===== config.mk =====
export PLATFORM = sky130hd
export DESIGN_NAME = otp_prog_seq
export DESIGN_NICKNAME = d
export VERILOG_FILES = /design/src/rtl/otp_seq_pkg.sv /design/src/rtl/otp_entry_sel.sv /design/src/rtl/otp_bus_map.sv /design/src/rtl/otp_prog_seq.sv
export SDC_FILE = /design/constraint.sdc
export NUM_CORES = 1
export LEC_CHECK = 0
export CAP_MARGIN = 10
export CORE_ASPECT_RATIO = 0.9
export CORE_MARGIN = 1.5
export CORE_UTILIZATION = 29
export CTS_BUF_LIST = sky130_fd_sc_hd__clkbuf_2
export CTS_CLUSTER_SIZE = 8
export DETAILED_ROUTE_END_ITERATION = 7
export PLACE_DENSITY = 0.6
export SLEW_MARGIN = 20
export SYNTH_ARGS = -nofsm -noshare
export SYNTH_HDL_FRONTEND = slang
export SYNTH_HIERARCHICAL = 1
export SYNTH_SLANG_ARGS = --single-unit

===== constraint.sdc =====
create_clock -name clk -period 3.2 [get_ports clk]
set_clock_uncertainty 0.05 [all_clocks]
set_input_delay 0.48 -clock clk [delete_from_list [all_inputs] [get_ports clk]]
set_output_delay 0.48 -clock clk [all_outputs]
set_load 0.005 [all_outputs]

===== src/rtl/otp_seq_pkg.sv =====
`timescale 1ns/1ps
package otp_seq_pkg;

    typedef enum logic [3:0] {
        S_IDLE, S_CLKEN, S_PICK, S_CFG, S_ADDR, S_DATA, S_PROG, S_POLL, S_STAT
    } seq_state_t;

    localparam logic [7:0] REG_CLK  = 8'h42;
    localparam logic [7:0] REG_CFG  = 8'h51;
    localparam logic [7:0] REG_ADDR = 8'h52;
    localparam logic [7:0] REG_DATA = 8'h53;
    localparam logic [7:0] REG_CTRL = 8'h54;
    localparam logic [7:0] REG_STAT = 8'h58;
    localparam logic [7:0] OTP_LO   = 8'hDF;
    localparam logic [7:0] OTP_HI   = 8'hE8;

    typedef struct packed {
        logic done;
        logic pass;
        logic defective;
        logic timeout_err;
        logic addr_err;
    } seq_result_t;

    typedef struct packed {
        logic       req;
        logic       we;
        logic [7:0] addr;
        logic [7:0] wdata;
    } bus_cmd_t;

    function automatic logic in_otp_range(input logic [7:0] a);
        return (a >= OTP_LO) && (a <= OTP_HI);
    endfunction

endpackage


===== src/rtl/otp_entry_sel.sv =====
`timescale 1ns/1ps
module otp_entry_sel #(
    parameter int MAX_ENTRIES = 4,
    parameter int IDXW        = 3
) (
    input  logic [IDXW-1:0]          n_entries,
    input  logic [IDXW-1:0]          idx,
    input  logic [8*MAX_ENTRIES-1:0] entry_addr,
    input  logic [8*MAX_ENTRIES-1:0] entry_data,
    output logic [7:0]               cur_addr,
    output logic [7:0]               cur_data,
    output logic                     past_end,
    output logic                     addr_ok,
    output logic                     is_zero
);
    import otp_seq_pkg::*;

    localparam int SLOTS = 1 << IDXW;

    logic [7:0] loc_tab [SLOTS];
    logic [7:0] dat_tab [SLOTS];

    for (genvar k = 0; k < SLOTS; k++) begin : g_slot
        if (k < MAX_ENTRIES) begin : g_real
            assign loc_tab[k] = entry_addr[8*k +: 8];
            assign dat_tab[k] = entry_data[8*k +: 8];
        end else begin : g_pad
            assign loc_tab[k] = 8'h00;
            assign dat_tab[k] = 8'h00;
        end
    end

    assign cur_addr = loc_tab[idx];
    assign cur_data = dat_tab[idx];
    assign past_end = (idx >= n_entries) || (idx >= IDXW'(MAX_ENTRIES));
    assign addr_ok  = in_otp_range(cur_addr);
    assign is_zero  = (cur_data == 8'h00);
endmodule


===== src/rtl/otp_bus_map.sv =====
`timescale 1ns/1ps
module otp_bus_map (
    input  otp_seq_pkg::seq_state_t state,
    input  logic [7:0]              cur_addr,
    input  logic [7:0]              cur_data,
    output otp_seq_pkg::bus_cmd_t   cmd
);
    import otp_seq_pkg::*;

    always_comb begin
        cmd = '0;
        unique case (state)
            S_CLKEN: cmd = '{req: 1'b1, we: 1'b1, addr: REG_CLK,  wdata: 8'h01};
            S_CFG:   cmd = '{req: 1'b1, we: 1'b1, addr: REG_CFG,  wdata: 8'h01};
            S_ADDR:  cmd = '{req: 1'b1, we: 1'b1, addr: REG_ADDR, wdata: cur_addr};
            S_DATA:  cmd = '{req: 1'b1, we: 1'b1, addr: REG_DATA, wdata: cur_data};
            S_PROG:  cmd = '{req: 1'b1, we: 1'b1, addr: REG_CTRL, wdata: 8'h01};
            S_POLL:  cmd = '{req: 1'b1, we: 1'b0, addr: REG_CTRL, wdata: 8'h00};
            S_STAT:  cmd = '{req: 1'b1, we: 1'b0, addr: REG_STAT, wdata: 8'h00};
            default: cmd = '0;
        endcase
    end
endmodule


===== src/rtl/otp_prog_seq.sv =====
`timescale 1ns/1ps
module otp_prog_seq #(
    parameter int MAX_ENTRIES = 4,
    parameter int MAX_TRIES   = 10,
    parameter int POLL_LIMIT  = 64,
    localparam int IDXW       = $clog2(MAX_ENTRIES + 1)
) (
    input  logic                     clk,
    input  logic                     rst,
    input  logic                     start,
    input  logic [IDXW-1:0]          n_entries,
    input  logic [8*MAX_ENTRIES-1:0] entry_addr,
    input  logic [8*MAX_ENTRIES-1:0] entry_data,
    output logic                     bus_req,
    output logic                     bus_we,
    output logic [7:0]               bus_addr,
    output logic [7:0]               bus_wdata,
    input  logic                     bus_ack,
    input  logic [7:0]               bus_rdata,
    output logic                     busy,
    output logic                     done,
    output logic                     pass,
    output logic                     defective,
    output logic                     timeout_err,
    output logic                     addr_err,
    output logic [IDXW-1:0]          fail_idx
);
    import otp_seq_pkg::*;

    localparam int TRYW  = $clog2(MAX_TRIES + 1);
    localparam int POLLW = $clog2(POLL_LIMIT + 1);

    seq_state_t  state_q;
    logic [IDXW-1:0]  idx_q;
    logic [TRYW-1:0]  tries_q;
    logic [POLLW-1:0] poll_q;
    seq_result_t res_q;
    logic [IDXW-1:0]  fail_q;

    logic [7:0] cur_addr, cur_data;
    logic       past_end, addr_ok, is_zero;
    bus_cmd_t   cmd;
    logic       bit0;
    logic       unused_rdata_hi;

    assign bit0            = bus_rdata[0];
    assign unused_rdata_hi = ^bus_rdata[7:1];

    otp_entry_sel #(.MAX_ENTRIES(MAX_ENTRIES), .IDXW(IDXW)) u_sel (
        .n_entries (n_entries),
        .idx       (idx_q),
        .entry_addr(entry_addr),
        .entry_data(entry_data),
        .cur_addr  (cur_addr),
        .cur_data  (cur_data),
        .past_end  (past_end),
        .addr_ok   (addr_ok),
        .is_zero   (is_zero)
    );

    otp_bus_map u_map (
        .state   (state_q),
        .cur_addr(cur_addr),
        .cur_data(cur_data),
        .cmd     (cmd)
    );

    always_ff @(posedge clk) begin
        if (rst) begin
            state_q <= S_IDLE;
            idx_q   <= '0;
            tries_q <= '0;
            poll_q  <= '0;
            res_q   <= '0;
            fail_q  <= '0;
        end else begin
            unique case (state_q)
                S_IDLE: if (start) begin
                    state_q <= S_CLKEN;
                    idx_q   <= '0;
                    res_q   <= '0;
                    fail_q  <= '0;
                end
                S_CLKEN: if (bus_ack) state_q <= S_PICK;
                S_PICK: begin
                    tries_q <= TRYW'(1);
                    if (past_end) begin
                        state_q    <= S_IDLE;
                        res_q.done <= 1'b1;
                        res_q.pass <= 1'b1;
                    end else if (!addr_ok) begin
                        state_q        <= S_IDLE;
                        res_q.done     <= 1'b1;
                        res_q.addr_err <= 1'b1;
                        fail_q         <= idx_q;
                    end else if (is_zero) begin
                        idx_q <= idx_q + 1'b1;
                    end else begin
                        state_q <= S_CFG;
                    end
                end
                S_CFG:  if (bus_ack) state_q <= S_ADDR;
                S_ADDR: if (bus_ack) state_q <= S_DATA;
                S_DATA: if (bus_ack) state_q <= S_PROG;
                S_PROG: if (bus_ack) begin
                    poll_q  <= '0;
                    state_q <= S_POLL;
                end
                S_POLL: if (bus_ack) begin
                    if (!bit0) begin
                        state_q <= S_STAT;
                    end else if (poll_q == POLLW'(POLL_LIMIT - 1)) begin
                        state_q           <= S_IDLE;
                        res_q.done        <= 1'b1;
                        res_q.timeout_err <= 1'b1;
                        fail_q            <= idx_q;
                    end else begin
                        poll_q <= poll_q + 1'b1;
                    end
                end
                S_STAT: if (bus_ack) begin
                    if (bit0) begin
                        idx_q   <= idx_q + 1'b1;
                        state_q <= S_PICK;
                    end else if (tries_q == TRYW'(MAX_TRIES)) begin
                        state_q         <= S_IDLE;
                        res_q.done      <= 1'b1;
                        res_q.defective <= 1'b1;
                        fail_q          <= idx_q;
                    end else begin
                        tries_q <= tries_q + 1'b1;
                        state_q <= S_DATA;
                    end
                end
                default: state_q <= S_IDLE;
            endcase
        end
    end

    assign bus_req     = cmd.req;
    assign bus_we      = cmd.we;
    assign bus_addr    = cmd.addr;
    assign bus_wdata   = cmd.wdata;
    assign busy        = (state_q != S_IDLE);
    assign done        = res_q.done;
    assign pass        = res_q.pass;
    assign defective   = res_q.defective;
    assign timeout_err = res_q.timeout_err;
    assign addr_err    = res_q.addr_err;
    assign fail_idx    = fail_q;
endmodule


==> flow_summary.json <==
{
  "clock.fmax_mhz": 326,
  "worst_slack_ps": 133,
  "ant_nets": 0,
  "fin_crit_sh": 0.958,
  "grt_pass1_wl_mm": 11.8,
  "synth_mux_area_frac": 0.213,
  "globalRouteOverflowTotal": 0,
  "maxCapViolations": 0,
  "vias": 2474,
  "cp-start-kind": "flip-flop",
  "numCtsBuffers": 3,
  "gp_congestion": 0.823,
  "synth-edff-count": 0,
  "via_per_inst": 4.97,
  "h-tree-depth": 1,
  "syn_area_sq_mm": 0.00254,
  "core_region_area_sq_mm": 0.00853,
  "cts_root_buffer": "clkbuf_2",
  "synth_compound_area_frac": 0.156,
  "dr.first_iter.drc_count": 137,
  "antenna_found_initial": 0,
  "setup-violations-final": 0,
  "worstMarginPinSlew_ps": 708,
  "rows": 32,
  "die_h_microns": 91.9,
  "power_density_mw_per_mm2": 454,
  "yosysSeqAreaShare": 0.205,
  "drt-pass1-iter-count": 5,
  "hold_violations": 0,
  "ys_seq_elements": 26,
  "finalSetupTns_ps": 0,
  "clock_path_buffers": 2,
  "pin_count": 106,
  "synthSimpleGateAreaFrac": 0.286,
  "hpwl_mm": 5.71,
  "async_reset_ff_frac": 0,
  "clk_latency_ps": 360,
  "ir_drop_uv": 209,
  "synth_xor_area_frac": 0.0275,
  "diodes": 0,
  "final_common_cell": "clkdlybuf4s50_1",
  "avgSynthCellArea_sq_um": 8.90,
  "synthFlopType": "dfxtp_1",
  "drc": 0,
  "grt_usage": 0.156,
  "tritoncts": "built",
  "maxSlewViolCount": 0,
  "place_inst": 495,
  "fillerInstances": 846,
  "syn_to_final_growth_pct": 43.5,
  "crit_fanout": 20,
  "relSlewSlack": 0.527,
  "io_buffers": 96,
  "leakage_nw": 1.32,
  "fin_crit_ps": 3070,
  "final_layout_size_suffix_gt1_frac": 0.124,
  "avgRoutedWirePerCell_microns": 14.3,
  "finalPower_mw": 1.66,
  "clk_pin_slew_ps": 240,
  "synth_top_family_by_area": "simple AND/OR/NAND/NOR gates",
  "nets": 467,
  "final_cell_mix": "clkdlybuf4s50_1, nor2_1, dfxtp_1, nor2b_1, buf_4",
  "final_cells": 498,
  "grt_pass1_vias": 2461,
  "synth_cell_types": 62,
  "critPathCaptureType": "output port",
  "path_class": "flip-flop to output port",
  "clock_sinks": 26,
  "synthCells": 286,
  "crit_arrival_ps": 2540,
  "postCtsSetupBuffers": 0,
  "initial_utilization": 0.298,
  "dieArea_sq_mm": 0.00935,
  "synthAdderAreaFrac": 0.0344,
  "outcome": "completed",
  "grt_max_degree": 22,
  "wl_mm": 7.14,
  "holdCritPathClass": "flip-flop to flip-flop",
  "dp_slack_ps": 19.9,
  "cp.required_ps": 2670,
  "yosysWarnings": 6,
  "die_w_microns": 102
}
-- layout make-up --
type	instances	area [sq um]	area share
Clock buffer	3	15.0	0.00411
Multi-Input combinational cell	227	1830	0.501
Timing Repair Buffer	112	1090	0.300
Sequential cell	26	523	0.143
Inverter	11	41.3	0.0113
Tap cell	119	149	0.0408
-- per-layer routing --
layer | track usage | vias up | part of all wire
met4 | 0.0197 | 0 | 0.0056
li1 | - | 1244 | -
met3 | 0.0267 | 4 | 0.036
met2 | 0.272 | 50 | 0.49
met5 | 0 | - | 0
met1 | 0.205 | 1176 | 0.46
-- synthesized netlist by cell type, types with 3 or more instances --
library cell	number	share of area
nor2_1	27	0.040
dfxtp_1	26	0.20
nor2b_1	19	0.047
a21oi_1	14	0.028
mux4_1	14	0.14
nand2_1	14	0.021
mux2i_1	13	0.051
inv_1	11	0.016
nand3_1	11	0.022
nor3_1	10	0.020
buf_2	8	0.016
xnor2_1	8	0.028
ha_1	7	0.034
nand2b_1	7	0.017
nor2_2	7	0.017
o21ai_0	7	0.014
a211oi_1	6	0.018
clkbuf_1	6	0.0088
buf_4	5	0.015
a22oi_1	3	0.0088
a31oi_1	3	0.0074
buf_6	3	0.013
nor4_1	3	0.0074
o21a_1	3	0.0088
or2_2	3	0.0074
-- flip-flops by register name (all words and copies together), names as in the netlist --
name and cells:
state_q 4, defective 1, fail_idx 3, tries_q 4, idx_q 3, addr_err 1
pass 1, timeout_err 1, poll_q 7, done 1
-- stage by stage --
stage	hold WS, ps	util	cell area [sq um]
6_report	438	0.428	3650
5_1_grt	454	0.428	3650
4_1_cts	443	0.428	3650
3_5_place_dp	410	0.426	3640
3_3_place_gp	401	0.426	3640
2_1_floorplan	393	-	2550
-- kinds of logic (layout without fill, tap and decap cells) --
logic type,after synthesis,count (layout)
other,1,2
adders and majority gates,7,7
muxes,29,29
DFF,26,26
xor gates and xnor gates,8,8
and+or+nand+nor,125,125
buffers and inverters,34,126
AOI/OAI and AO/OA,56,56
-- where the power goes --
group | total (mW) | internal [mW] | switching [mW]
Sequential | 0.436 | 0.366 | 0.0694
Clock | 0.124 | 0.0255 | 0.0985
Combinational | 1.10 | 0.598 | 0.501
-- critical path, cell delays in order, from the launching register on --
cell	delay, ps
dfxtp_2	400
buf_12	170
mux4_1	630
buf_4	170
nor2b_1	120
mux2i_1	160
nor2_2	50
clkdlybuf4s50_1	470
-- worst paths after layout --
path | cells after the start | start | endpoint | slack (ps)
max | 7 | idx_q[0] | bus_wdata[1] | 130
min | 2 | fail_idx[0] | fail_idx[0] | 440
max reg2reg | 10 | idx_q[0] | idx_q[2] | 300
min reg2reg | 2 | fail_idx[0] | fail_idx[0] | 440
-- repair_timing --
item,CTS,global route
resized for setup,0,3
hold buffers,0,0
endpoints found under the setup margin,0,3
hold endpoints to repair,0,0
(Power assumes the default switching activity.)
